[config.mk]
export PLATFORM = sky130hd
export DESIGN_NAME = fciu_top
export DESIGN_NICKNAME = d
export VERILOG_FILES = /design/src/rtl/fciu_pkg.sv /design/src/rtl/fciu_opcode_match.sv /design/src/rtl/fciu_cmd_port.sv /design/src/rtl/fciu_event_regs.sv /design/src/rtl/fciu_cfg_regs.sv /design/src/rtl/fciu_top.sv
export SDC_FILE = /design/constraint.sdc
export NUM_CORES = 1
export LEC_CHECK = 0
export BUFFER_PORTS_ARGS = -buffer_cell sky130_fd_sc_hd__buf_4
export CORE_MARGIN = 2
export CORE_UTILIZATION = 40
export DETAILED_ROUTE_END_ITERATION = 10
export GPL_TIMING_DRIVEN = 0
export MAX_ROUTING_LAYER = met4
export RECOVER_POWER = 100
export SYNTH_ARGS = -nofsm -noshare
export SYNTH_HDL_FRONTEND = slang
export SYNTH_SLANG_ARGS = --single-unit
[constraint.sdc]
create_clock -name clk -period 1.6 [get_ports clk]
set_clock_uncertainty 0.1 [all_clocks]
set_input_delay 0.32 -clock clk [delete_from_list [all_inputs] [get_ports clk]]
set_output_delay 0.32 -clock clk [all_outputs]
set_load 0.01 [all_outputs]
[src/rtl/fciu_pkg.sv]
package fciu_pkg;

    localparam int REG_W = 16;

    // Register addresses
    localparam logic [2:0] RA_CMD  = 3'd0;
    localparam logic [2:0] RA_CFG1 = 3'd1;
    localparam logic [2:0] RA_CFG2 = 3'd2;
    localparam logic [2:0] RA_STAT = 3'd3;
    localparam logic [2:0] RA_INT  = 3'd4;

    // Interrupt register bit positions
    localparam int INT_PEND_BIT  = 15;
    localparam int INT_RST_BIT   = 4;
    localparam int INT_ERASE_BIT = 5;
    localparam int INT_PROG_BIT  = 6;
    localparam int INT_LOAD_BIT  = 7;

    // Status register sticky error bit positions
    localparam int ERR_CMD_BIT   = 10;
    localparam int ERR_ERASE_BIT = 11;
    localparam int ERR_PROG_BIT  = 12;
    localparam int ERR_LOAD_BIT  = 13;
    localparam logic [REG_W-1:0] ERR_MASK = 16'h3C00;

    // Configuration 1 control bits
    localparam int CFG1_POL_BIT = 6;
    localparam int CFG1_RDY_BIT = 7;
    localparam logic [REG_W-1:0] CFG1_RD_MASK = 16'hFFE0;

    // Reset values
    localparam logic [REG_W-1:0] CFG1_RST_VAL = 16'h40C0;
    localparam logic [REG_W-1:0] INT_COLD_VAL = 16'h8080;
    localparam logic [REG_W-1:0] INT_WARM_VAL = 16'h8010;
    localparam logic IRQ_RST_VAL = INT_COLD_VAL[INT_PEND_BIT] ^ ~CFG1_RST_VAL[CFG1_POL_BIT];

    // Opcodes the unit forwards to the executor
    localparam int NUM_OPS = 17;
    localparam logic [7:0] OP_LIST [NUM_OPS] = '{
        8'h00, 8'h13, 8'h80, 8'h1A, 8'h1B, 8'h23, 8'h27, 8'h2A, 8'h2C,
        8'h30, 8'h65, 8'h71, 8'h94, 8'h95, 8'hB0, 8'hF0, 8'hF3
    };

    typedef enum logic [2:0] {
        KIND_GENERIC = 3'd0,
        KIND_LOAD    = 3'd1,
        KIND_PROG    = 3'd2,
        KIND_ERASE   = 3'd3,
        KIND_RESET   = 3'd4
    } done_kind_e;

    typedef struct packed {
        logic [REG_W-1:0] int_set;
        logic [REG_W-1:0] err_set;
    } evt_t;

    // Interrupt and error bits raised by one completion of the given kind
    function automatic evt_t done_event(input logic [2:0] kind, input logic err);
        evt_t e;
        e.int_set = '0;
        e.err_set = '0;
        e.int_set[INT_PEND_BIT] = 1'b1;
        e.err_set[ERR_CMD_BIT]  = err;
        case (kind)
            KIND_LOAD: begin
                e.int_set[INT_LOAD_BIT] = 1'b1;
                e.err_set[ERR_LOAD_BIT] = err;
            end
            KIND_PROG: begin
                e.int_set[INT_PROG_BIT] = 1'b1;
                e.err_set[ERR_PROG_BIT] = err;
            end
            KIND_ERASE: begin
                e.int_set[INT_ERASE_BIT] = 1'b1;
                e.err_set[ERR_ERASE_BIT] = err;
            end
            KIND_RESET: begin
                e.int_set = '0;
                e.err_set = '0;
            end
            default: ;
        endcase
        return e;
    endfunction

endpackage

[src/rtl/fciu_opcode_match.sv]
module fciu_opcode_match
    import fciu_pkg::*;
#(
    parameter int OP_W = REG_W
) (
    input  logic [OP_W-1:0] opcode,
    output logic            known
);
    logic [NUM_OPS-1:0] hit;

    for (genvar i = 0; i < NUM_OPS; i++) begin : g_cmp
        assign hit[i] = (opcode == OP_W'(OP_LIST[i]));
    end

    assign known = |hit;
endmodule

[src/rtl/fciu_cmd_port.sv]
module fciu_cmd_port
    import fciu_pkg::*;
(
    input  logic             clk,
    input  logic             rst,
    input  logic             warm_rst,
    input  logic             cmd_we,
    input  logic [REG_W-1:0] cmd_wdata,
    input  logic             int_pend,
    output logic [REG_W-1:0] cmd_q,
    output logic             cmd_strobe,
    output logic             unknown_pulse
);
    logic pend_q;
    logic known;
    logic accept;

    assign accept = cmd_we && !int_pend;

    always_ff @(posedge clk) begin
        if (rst || warm_rst) begin
            cmd_q  <= '0;
            pend_q <= 1'b0;
        end else begin
            pend_q <= accept;
            if (accept) begin
                cmd_q <= cmd_wdata;
            end
        end
    end

    fciu_opcode_match #(.OP_W(REG_W)) u_match (
        .opcode (cmd_q),
        .known  (known)
    );

    assign cmd_strobe    = pend_q && known;
    assign unknown_pulse = pend_q && !known;

    // a write while pending never leads to a strobe
    a_r2_reject_when_pending: assert property (@(posedge clk) disable iff (rst)
        (cmd_we && int_pend) |=> !cmd_strobe);

    // a strobe is always preceded by an accepted write
    a_r3_strobe_after_write: assert property (@(posedge clk) disable iff (rst)
        cmd_strobe |-> $past(cmd_we && !int_pend));
endmodule

[src/rtl/fciu_event_regs.sv]
module fciu_event_regs
    import fciu_pkg::*;
(
    input  logic             clk,
    input  logic             rst,
    input  logic             warm_rst,
    input  logic             int_we,
    input  logic [REG_W-1:0] wdata,
    input  logic             unknown_pulse,
    input  logic             done_valid,
    input  logic [2:0]       done_kind,
    input  logic             done_err,
    output logic [REG_W-1:0] int_q,
    output logic [REG_W-1:0] stat_q
);
    evt_t             evt;
    logic [REG_W-1:0] set_int;
    logic [REG_W-1:0] set_err;
    logic [REG_W-1:0] int_and;
    logic [REG_W-1:0] stat_kept;

    always_comb begin
        evt = done_event(done_kind, done_err);
        set_int = '0;
        set_err = '0;
        if (done_valid) begin
            set_int = evt.int_set;
            set_err = evt.err_set;
        end
        if (unknown_pulse) begin
            set_int[INT_PEND_BIT] = 1'b1;
            set_err[ERR_CMD_BIT]  = 1'b1;
        end
        int_and   = int_we ? (int_q & wdata) : int_q;
        stat_kept = (int_we && !int_and[INT_PEND_BIT]) ? (stat_q & ~ERR_MASK) : stat_q;
    end

    always_ff @(posedge clk) begin
        if (rst) begin
            int_q  <= INT_COLD_VAL;
            stat_q <= '0;
        end else if (warm_rst) begin
            int_q  <= INT_WARM_VAL;
            stat_q <= '0;
        end else begin
            int_q  <= int_and | set_int;
            stat_q <= stat_kept | set_err;
        end
    end

    // unknown opcode flags error and pending
    a_r4_unknown_flags: assert property (@(posedge clk) disable iff (rst)
        (unknown_pulse && !warm_rst) |=> (int_q[INT_PEND_BIT] && stat_q[ERR_CMD_BIT]));

    // a load completion raises its type bit and the pending flag
    a_r5_load_done: assert property (@(posedge clk) disable iff (rst)
        (done_valid && done_kind == KIND_LOAD) |=> (int_q[INT_PEND_BIT] && int_q[INT_LOAD_BIT]));

    // acknowledging with bit 15 low and no new event clears the errors
    a_r6_clear_errors: assert property (@(posedge clk) disable iff (rst)
        (int_we && !wdata[INT_PEND_BIT] && !done_valid && !unknown_pulse) |=> ((stat_q & ERR_MASK) == '0));

    // bits written as zero are cleared when no event coincides
    a_r6_and_write: assert property (@(posedge clk) disable iff (rst)
        (int_we && !done_valid && !unknown_pulse) |=> ((int_q & ~$past(wdata)) == '0));

    // warm reset reloads interrupt and status
    a_r10_warm_values: assert property (@(posedge clk) disable iff (rst)
        warm_rst |=> (int_q == INT_WARM_VAL && stat_q == '0));
endmodule

[src/rtl/fciu_cfg_regs.sv]
module fciu_cfg_regs
    import fciu_pkg::*;
(
    input  logic             clk,
    input  logic             rst,
    input  logic             warm_rst,
    input  logic             cfg1_we,
    input  logic             cfg2_we,
    input  logic [REG_W-1:0] wdata,
    input  logic             int_pend,
    output logic [REG_W-1:0] cfg1_q,
    output logic [REG_W-1:0] cfg2_q,
    output logic             ready,
    output logic             irq
);
    always_ff @(posedge clk) begin
        if (rst || warm_rst) begin
            cfg1_q <= CFG1_RST_VAL;
            cfg2_q <= '0;
            ready  <= 1'b1;
        end else begin
            if (cfg1_we) begin
                cfg1_q <= wdata;
                ready  <= wdata[CFG1_RDY_BIT];
            end
            if (cfg2_we) begin
                cfg2_q <= wdata;
            end
        end
    end

    always_ff @(posedge clk) begin
        if (rst) begin
            irq <= IRQ_RST_VAL;
        end else begin
            irq <= int_pend ^ ~cfg1_q[CFG1_POL_BIT];
        end
    end

    // ready takes bit 7 of a configuration 1 write
    a_r8_ready_follows: assert property (@(posedge clk) disable iff (rst)
        (cfg1_we && !warm_rst) |=> (ready == $past(wdata[CFG1_RDY_BIT])));

    // any warm reset raises ready
    a_r8_ready_on_warm: assert property (@(posedge clk) disable iff (rst)
        warm_rst |=> ready);
endmodule

[src/rtl/fciu_top.sv]
module fciu_top
    import fciu_pkg::*;
#(
    parameter int ADDR_W = 3
) (
    input  logic              clk,
    input  logic              rst,
    input  logic              wr_en,
    input  logic [ADDR_W-1:0] wr_addr,
    input  logic [REG_W-1:0]  wr_data,
    input  logic [ADDR_W-1:0] rd_addr,
    output logic [REG_W-1:0]  rd_data,
    output logic              cmd_strobe,
    output logic [REG_W-1:0]  cmd_opcode,
    input  logic              done_valid,
    input  logic [2:0]        done_kind,
    input  logic              done_err,
    output logic              irq,
    output logic              ready
);
    logic             warm_rst;
    logic             cmd_we, cfg1_we, cfg2_we, int_we;
    logic [REG_W-1:0] cmd_q, cfg1_q, cfg2_q, int_q, stat_q;
    logic             unknown_pulse;

    assign warm_rst = done_valid && (done_kind == KIND_RESET);
    assign cmd_we   = wr_en && (wr_addr == ADDR_W'(RA_CMD));
    assign cfg1_we  = wr_en && (wr_addr == ADDR_W'(RA_CFG1));
    assign cfg2_we  = wr_en && (wr_addr == ADDR_W'(RA_CFG2));
    assign int_we   = wr_en && (wr_addr == ADDR_W'(RA_INT));

    fciu_cmd_port u_cmd (
        .clk           (clk),
        .rst           (rst),
        .warm_rst      (warm_rst),
        .cmd_we        (cmd_we),
        .cmd_wdata     (wr_data),
        .int_pend      (int_q[INT_PEND_BIT]),
        .cmd_q         (cmd_q),
        .cmd_strobe    (cmd_strobe),
        .unknown_pulse (unknown_pulse)
    );

    fciu_event_regs u_evt (
        .clk           (clk),
        .rst           (rst),
        .warm_rst      (warm_rst),
        .int_we        (int_we),
        .wdata         (wr_data),
        .unknown_pulse (unknown_pulse),
        .done_valid    (done_valid),
        .done_kind     (done_kind),
        .done_err      (done_err),
        .int_q         (int_q),
        .stat_q        (stat_q)
    );

    fciu_cfg_regs u_cfg (
        .clk      (clk),
        .rst      (rst),
        .warm_rst (warm_rst),
        .cfg1_we  (cfg1_we),
        .cfg2_we  (cfg2_we),
        .wdata    (wr_data),
        .int_pend (int_q[INT_PEND_BIT]),
        .cfg1_q   (cfg1_q),
        .cfg2_q   (cfg2_q),
        .ready    (ready),
        .irq      (irq)
    );

    assign cmd_opcode = cmd_q;

    always_comb begin
        rd_data = '0;
        if (rd_addr == ADDR_W'(RA_CMD))       rd_data = cmd_q;
        else if (rd_addr == ADDR_W'(RA_CFG1)) rd_data = cfg1_q & CFG1_RD_MASK;
        else if (rd_addr == ADDR_W'(RA_CFG2)) rd_data = cfg2_q;
        else if (rd_addr == ADDR_W'(RA_STAT)) rd_data = stat_q;
        else if (rd_addr == ADDR_W'(RA_INT))  rd_data = int_q;
    end

    // irq tracks pending flag and polarity with one cycle of latency
    a_r7_irq_polarity: assert property (@(posedge clk) disable iff (rst)
        1'b1 |=> (irq == ($past(int_q[INT_PEND_BIT]) ^ ~$past(cfg1_q[CFG1_POL_BIT]))));

    // status changes only through events or acknowledge writes
    a_r11_status_write_ignored: assert property (@(posedge clk) disable iff (rst)
        (!int_we && !done_valid && !unknown_pulse) |=> $stable(stat_q));
endmodule

==> run metrics, run 1 <==
status=finished, violations left; violations in the final reports=negative setup slack; Detailed Route WL=about 10000 um; Final Util=0.5449; critical-path maximum fanout=7; largest net degree at the start of global routing=11; setup violators final=19; CTS tree=built; ys async rst share=0; GRT overflow=0; hold-fix buffers at CTS=0; final hold vios=0; Post-synth top cells=nand2_1, dfxtp_1, a21oi_1, nor2_1, o21ai_0; final net count=between 500 and 600; post-route clock period utilization=1.466; DR WL/cell=around 17 um; Req. time, crit path=approximately 1.2 ns; Num CTS Buffers=9; Crit path arrival time=just under 2 ns; share of cells above drive strength 1=0.2866; area leader, netlist=dfxtp_1; Global Route Usage Sum=0.2427; Rows=32; VDD IR max=just over 0.5 mV; Antenna Nets Post-Route=0; Post-Syn Area=around 0.0031 mm^2; crit path cell chain=buf_6, buf_12, nand3b_1, o22ai_2, a32oi_2, a41oi_4, and2_4, buf_6; syn_area_per_cell=around 7.9 um^2; Synth Instances=400; count of boundary I/O pins=65; clock sink total=65; DPL Wire Length=6801 um; EDFF count, synth=0; Clk Latency, worst-skew pair=around 0.35 ns; first-pass GRT wire length=15500 um; CTS Root Cell=clkbuf_8; via/cell ratio=between 5 and 6; max cap viols=0; Initial DRC Count=185; Max Slew Vio Count=0; vias in the first global route=roughly 3000; cell mode on critical path=buf_6; CP startpoint kind=register; Die ar.=0.008590 mm^2; dpl ws=-0.5469 ns; PortBufs=between 60 and 70; DRC=0; Hold Path Class=input port to register; Synth warnings=0; crit path max-delay cell type=dfxtp_2; post-synthesis cell type count=48; worst hold slack=just over 0.07 ns; total vias in the final route=between 3000 and 4000; area grow syn2layout=33.17%; worst rel slew slack=0.5925; Diodes inserted=0; predominant post-synthesis flop cell=dfxtp_1; TNS Setup=-3.114 ns; Final GP Congestion=0.8873; fmax=between 400 and 500 MHz; initial antenna violation count=0; FF+latch count, synth=65; die height=a little over 90 um; leakage power=around 0.0017 uW; Worst setup EP type=primary output; Initial Utilization=0.4092; minimum clock period after layout=approximately 2.3 ns; Max clock buf depth=2; unrepaired setup endpoints after global routing=yes; # H-tree levels=3; Core Footprint=between 0.007 and 0.008 mm^2; DRT Pass-1 Iters=5; top-count cell post-synth=nand2_1; Tightest Pin Transition=approximately 0.61 ns; CP Class=register to primary output; Final WS setup=-0.7455 ns; Die W=just over 90 um; critical path's largest stage delay=0.35 ns; share of the synthesized area in the top cell type=0.4137; post-synth net total=430; sequential area share after synthesis=0.4137; main area contributors after synthesis=dfxtp_1, nand2_1, a21oi_1; Tot Pwr=around 3300 uW; clock-pin slew on the worst setup and hold paths=around 0.08 ns; power density cells=779.4 mW/mm^2
## power by group
part	total (uW)	internal [uW]	switching [uW]
sequential	1640	1630	12.7
clock	1280	641	639
combinational	344	150	194
total	3270	2420	846
## layout make-up
class | instances | area [um^2]
buffer | 24 | 201.4
clock buffer | 13 | 158.9
clock inverter | 3 | 15.01
fill | 807 | 3498
inverter | 4 | 15.01
multi-input combinational | 303 | 1694
sequential | 65 | 1328
tap | 102 | 127.6
timing repair buffer | 80 | 649.4
## worst max-delay path: cells and delay by family, from the launching register on
| kind | cells | cell delay (ns) |
|---|---|---|
| compound gates | 3 | 0.62 |
| buf+inv | 3 | 0.30 |
| flops | 1 | 0.35 |
| simple gates | 2 | 0.30 |
## through the flow
step / cell area, um^2 / cells
6_report: 4189 / 594
5_1_grt: 4189 / 594
4_1_cts: 4133 / 587
3_5_place_dp: 3754 / 563
3_3_place_gp: 3754 / 563
2_1_floorplan: 3168 / 400
## timing repair
action                     in CTS  in global routing
pin swaps                      10                 12
setup endpoints to repair      29                 29
setup buffers                  10                  8
resized for setup              46                 18
gates cloned                    1                  0
## placed cells by master, fill, tap and decap left out, types with 5 or more instances in the layout
cell / n
o21ai_1: 9
clkbuf_2: 5
nor2_1: 44
a21oi_1: 57
buf_6: 11
dfxtp_1: 56
o21ai_0: 16
mux2i_1: 20
clkbuf_8: 11
nand2_1: 97
a21oi_2: 5
buf_4: 70
dfxtp_4: 6
clkbuf_1: 9
## flip-flops by register name (all words and copies together) (netlist names), named ones only
name and count:
u_cmd.pend_q 1, u_evt.int_q 12, u_cmd.cmd_q 16, u_cfg.cfg1_q 11
u_evt.stat_q 4, u_cfg.irq 1, u_cfg.cfg2_q 16
## per-layer routing
| layer | share of wire | global-route usage | vias to the layer above |
|---|---|---|---|
| li1 | - | - | 1532 |
| met1 | 0.44 | 0.3017 | 1484 |
| met2 | 0.48 | 0.3978 | 99 |
| met3 | 0.062 | 0.05533 | 18 |
| met4 | 0.018 | 0.06985 | 0 |
| met5 | 0 | - | - |
## path summary, 6_finish.rpt
check | startpoint | end | slack (ns) | cells after the start
worst max-delay path | u_cmd.cmd_q[4] | cmd_strobe | -0.75 | 8
worst min-delay path | rst | u_evt.int_q[4] | 0.07 | 2
worst max register to register | u_cmd.cmd_q[4] | u_evt.int_q[15] | -0.23 | 9
worst min register to register | u_evt.int_q[12] | u_evt.int_q[12] | 0.35 | 2
## kinds of logic (layout without fill, tap and decap cells)
group	count (synthesis)	after routing	share of synthesized area
flops	65	65	0.4137
mux	20	20	0.06364
xor+xnor	2	2	0.005570
buf+inv	32	124	0.06245
compound gates	103	103	0.1842
simple gates	178	178	0.2705
(Power assumes the default switching activity.)
==> run 2: changes to the inputs <==
Clock period 1.6 ns to 3 ns, I/O delays scaled along.
==> run 2 against run 1 <==
Effect of this change: the run now ends clean; clock-buffer cell count shrank 1; cell area decreased by 11%; sequential power is 46% lower; flip-flop and latch count stayed put; power shrank 45%; combinational power fell by 55%; via count shrank 2.5%; first-iteration DRC count up 21%; critical endpoint is now rd_data[6]; die area stayed put.
==> run metrics, run 2 (synthesis gave the netlist of run 1 again) <==
die height=92.68 um; Crit path arrival time=between 2 and 2.5 ns; Num CTS Buffers=9; Tot Pwr=1784 uW; PortBufs=61; Worst setup EP type=primary output; Net Sw Frac=0.2411; max cap viols=0; setup bufs post-CTS=0; Finished Layout Cells=about 580; Worst Reg-to-Reg Cells=4; CTS tree=built; Global Route Usage Sum=0.2411; Detailed Route WL=between 9000 and 10000 um; unrepaired setup endpoints after global routing=no; VDD IR max=between 0.2 and 0.3 mV; DRC=0; most common cell after layout, fill and taps aside=nand2_1; Max Slew Vio Count=0; via/cell ratio=approximately 5.3; area grow syn2layout=18.18%; GR Layer Usage met1=0.3066; power density cells=about 480 mW/mm^2; Clock Power Share=0.420; # H-tree levels=3; most frequent cells in the layout=nand2_1, dfxtp_1, a21oi_1; share of cells above drive strength 1=0.1345; critical-path maximum fanout=10; Post-CTS Resized=0; DR WL/cell=between 15 and 20 um; clock sink total=65; sw power=between 400 and 500 uW; global route hottest layer=met2; Core Footprint=about 0.0077 mm^2; Final GP Congestion=0.8623; flop2flop setup slack=roughly 0.5 ns; Crit. Startpoint=rd_addr[2]; CTS Root Cell=clkbuf_8; Initial DRC Count=224; Die ar.=approximately 0.0086 mm^2; Int Pwr=1354 uW; TNS Setup=0 ns; vias in the first global route=a little under 3000; clock-pin slew on the worst setup and hold paths=~0.070 ns; FILL cells=~830; Clk Latency, worst-skew pair=around 0.34 ns; Final Util=0.4836; Antenna Nets Post-Route=0; count of boundary I/O pins=65; worst rel slew slack=0.08542; Tightest Pin Transition=roughly 1.4 ns; largest net degree at the start of global routing=11; initial antenna violation count=0; Diodes inserted=0; CP startpoint kind=input port; final hold vios=0; r2r endpoint=u_cmd.cmd_q[13]; first-pass GRT wire length=15370 um; total vias in the final route=~3100; worst hold slack=around 0.35 ns; Rows=32; met2 Track Usage GR=0.3899; Max clock buf depth=2; Initial Utilization=0.4092; R2R Path Start=u_evt.int_q[15]; GRT overflow=0; Hold Path Class=register to register; leakage power=roughly 0.0014 uW; fmax=362.2 MHz; final net count=502; status=finished, final reports clean; Post-Place Cells=between 500 and 600; setup violators final=0; hold-fix buffers at CTS=0; post-route clock period utilization=0.9202; CP Class=input port to primary output; Comb power frac=0.086; crit path to=rd_data[6]; Top Registers=u_cfg.cfg2_q (16), u_cmd.cmd_q (16), u_evt.int_q (12); Flop pwr share=0.494; DPL Wire Length=~7000 um; Req. time, crit path=around 2.3 ns; Die W=a little over 90 um; DRT Pass-1 Iters=5; met3 Use GR=0.05126; minimum clock period after layout=approximately 2.8 ns
[run 2: power by group through the flow]
stage / logic [uW] / clock network (uW) / registers, uW
floorplan: 87.7 / 0 / 899
global placement: 167 / 0 / 900
detailed placement: 169 / 0 / 900
CTS: 170 / 768 / 880
global route: 168 / 793 / 881
finish: 154 / 750 / 880
[run 2: worst min path at each step]
stage	cells after the start	start	end
floorplan	2	u_evt.int_q[14]	u_evt.int_q[14]
global placement	2	u_evt.int_q[12]	u_evt.int_q[12]
detailed placement	2	register	register
CTS	2	rst	u_evt.int_q[4]
global route	2	rst	u_evt.int_q[4]
finish	2	register	register
[run 2: worst max-delay path, stage by stage]
cell and delay, ns:
buf_2 0.21, nor2b_1 0.43, and2b_1 0.40, nand2_1 0.09, o21ai_0 0.13, clkbuf_1 0.19
[run 2: metal layers]
metal  vias to the layer above  part of all wire  wire length [um]
met2                       111              0.48              4663
met5                         -                 0                 0
li1                       1500                 -                 -
met1                      1429              0.45              4361
met3                        14             0.056               548
met4                         0             0.015               143
[run 2: per-stage QoR]
step           setup WS (ns)  cell area [um^2]
2_1_floorplan         0.7776              3146
3_3_place_gp          0.2832              3731
3_5_place_dp          0.2858              3731
4_1_cts               0.2805              3926
5_1_grt               0.1221              3717
6_report              0.2393              3717
[run 2: cell type report]
type	instances	area, um^2	area share
well taps	102	127.6	0.03433
clock inverters	3	40.04	0.01077
plain buffers	28	143.9	0.03871
repair buffers	61	330.3	0.08886
flip-flops and latches	65	1301	0.3501
clock buffers	12	155.1	0.04174
multi-input cells	303	1604	0.4315
inverters	4	15.01	0.004039
==> run 3: changes to the inputs <==
Settings changed: CTS_BUF_LIST set to sky130_fd_sc_hd__clkbuf_16.
==> run 3 against run 2 <==
Effect of this change: non-clock buffer count stayed put; worst hold slack worse by 0.0029 ns; utilization rose by 1.1 points; clock-buffer cell count shrank 3; largest power group is now clock.
==> run metrics, run 3 (synthesis gave the netlist of run 1 again) <==
CP startpoint kind=input port; flop2flop setup slack=approximately 0.55 ns; GRT overflow=0; critical-path maximum fanout=10; Post-CTS Resized=0; area grow syn2layout=20.76%; CTS Root Cell=clkbuf_16; Int Pwr=approximately 1600 uW; DPL Wire Length=approximately 7000 um; Core Footprint=about 0.0077 mm^2; Die W=~93 um; leakage power=~0.0014 uW; dpl ws=approximately 0.29 ns; Initial DRC Count=between 200 and 250; unrepaired setup endpoints after global routing=no; Final GP Congestion=between 0.8 and 0.9; CTS tree=built; DRC=0; PortBufs=61; DRT Pass-1 Iters=5; status=finished, final reports clean; final hold vios=0; minimum clock period after layout=2.751 ns; VDD IR max=0.3236 mV; Tightest Pin Transition=~1.3 ns; setup bufs post-CTS=0; Initial Utilization=0.4092; first-pass GRT wire length=~15000 um; Diodes inserted=0; clock sink total=65; worst rel slew slack=0.1191; initial antenna violation count=0; Clk Latency, worst-skew pair=0.32 ns; Max Slew Vio Count=0; Clock Power Share=0.489; Top Registers=u_cfg.cfg2_q (16), u_cmd.cmd_q (16), u_evt.int_q (12); fmax=around 360 MHz; # H-tree levels=3; final net count=approximately 500; count of boundary I/O pins=65; via/cell ratio=5.303; TNS Setup=0 ns; most common cell after layout, fill and taps aside=nand2_1; max cap viols=0; Num CTS Buffers=9; Detailed Route WL=just under 10000 um; Antenna Nets Post-Route=0; Die ar.=between 0.008 and 0.009 mm^2; Hold Path Class=register to register; FILL cells=a little over 800; vias in the first global route=between 2000 and 3000; total vias in the final route=approximately 3000; Comb power frac=0.076; CP Class=input port to primary output; Max clock buf depth=2; sw power=roughly 470 uW; DR WL/cell=roughly 17 um; Crit path arrival time=roughly 2.1 ns; Global Route Usage Sum=0.2420; Rows=32; largest net degree at the start of global routing=11; most frequent cells in the layout=nand2_1, dfxtp_1, a21oi_1; post-route clock period utilization=0.9170; Final WS setup=between 0.2 and 0.25 ns; die height=92.68 um; setup violators final=0; hold-fix buffers at CTS=0; final instance area=approximately 0.0038 mm^2; Worst setup EP type=primary output; Net Sw Frac=0.2304; clock-pin slew on the worst setup and hold paths=about 0.050 ns; share of cells above drive strength 1=0.1303; power density cells=around 530 mW/mm^2; Req. time, crit path=between 2 and 2.5 ns; dpl cell area=roughly 0.0037 mm^2; Flop pwr share=0.435
==> run 3: cell count changes in the layout (fill, tap and decap cells not counted), sizes merged <==
cell and delta:
inv +1, clkbuf -3, clkinv +2
==> run 3: final cells by class <==
| type | count | area (um^2) | area share |
|---|---|---|---|
| Sequential cell | 65 | 1301 | 0.3426 |
| Multi-Input combinational cell | 303 | 1604 | 0.4223 |
| Inverter | 4 | 15.01 | 0.003953 |
| Timing Repair Buffer | 61 | 330.3 | 0.08696 |
| Tap cell | 102 | 127.6 | 0.03360 |
| Buffer | 28 | 143.9 | 0.03788 |
| Clock buffer | 9 | 225.2 | 0.05929 |
| Clock inverter | 6 | 51.30 | 0.01350 |
==> run 3: worst paths after layout <==
check                        end  depth (start not counted)            start
setup reg to reg  u_cmd.cmd_q[7]                          4  u_evt.int_q[15]
hold reg to reg         register                          2         register
setup / recovery     rd_data[15]                          6       rd_addr[2]
hold / removal          register                          2         register
==> run 3: metal layers <==
metal	part of all wire	up-vias	global-route usage
li1	-	1501	-
met1	0.45	1440	0.3112
met2	0.48	112	0.3923
met3	0.057	12	0.04638
met4	0.010	0	0.06618
met5	0	-	-
==> run 3: through the flow <==
stage          hold slack [ns]  power (uW)  cells    util
2_1_floorplan           0.3286       986.2    400       -
3_3_place_gp            0.3347        1067    563  0.4854
3_5_place_dp            0.3417        1069    563  0.4854
4_1_cts                 0.3499        2054    578  0.5213
5_1_grt                 0.3661        2086    578  0.4941
6_report                0.3473        2025    578  0.4941
==> run 3: power groups by stage <==
stage / clock network [uW] / registers (uW) / logic, uW
5_1_grt: 1040 / 882 / 168
3_3_place_gp: 0 / 900 / 167
3_5_place_dp: 0 / 900 / 169
2_1_floorplan: 0 / 899 / 87.7
6_report: 990 / 882 / 154
4_1_cts: 1000 / 882 / 170
==> run 3: critical path, cell delays in order <==
cell	delay, ns
buf_2	0.21
nor2b_1	0.44
and2b_1	0.39
nand2_1	0.08
o21ai_0	0.13
clkbuf_1	0.19
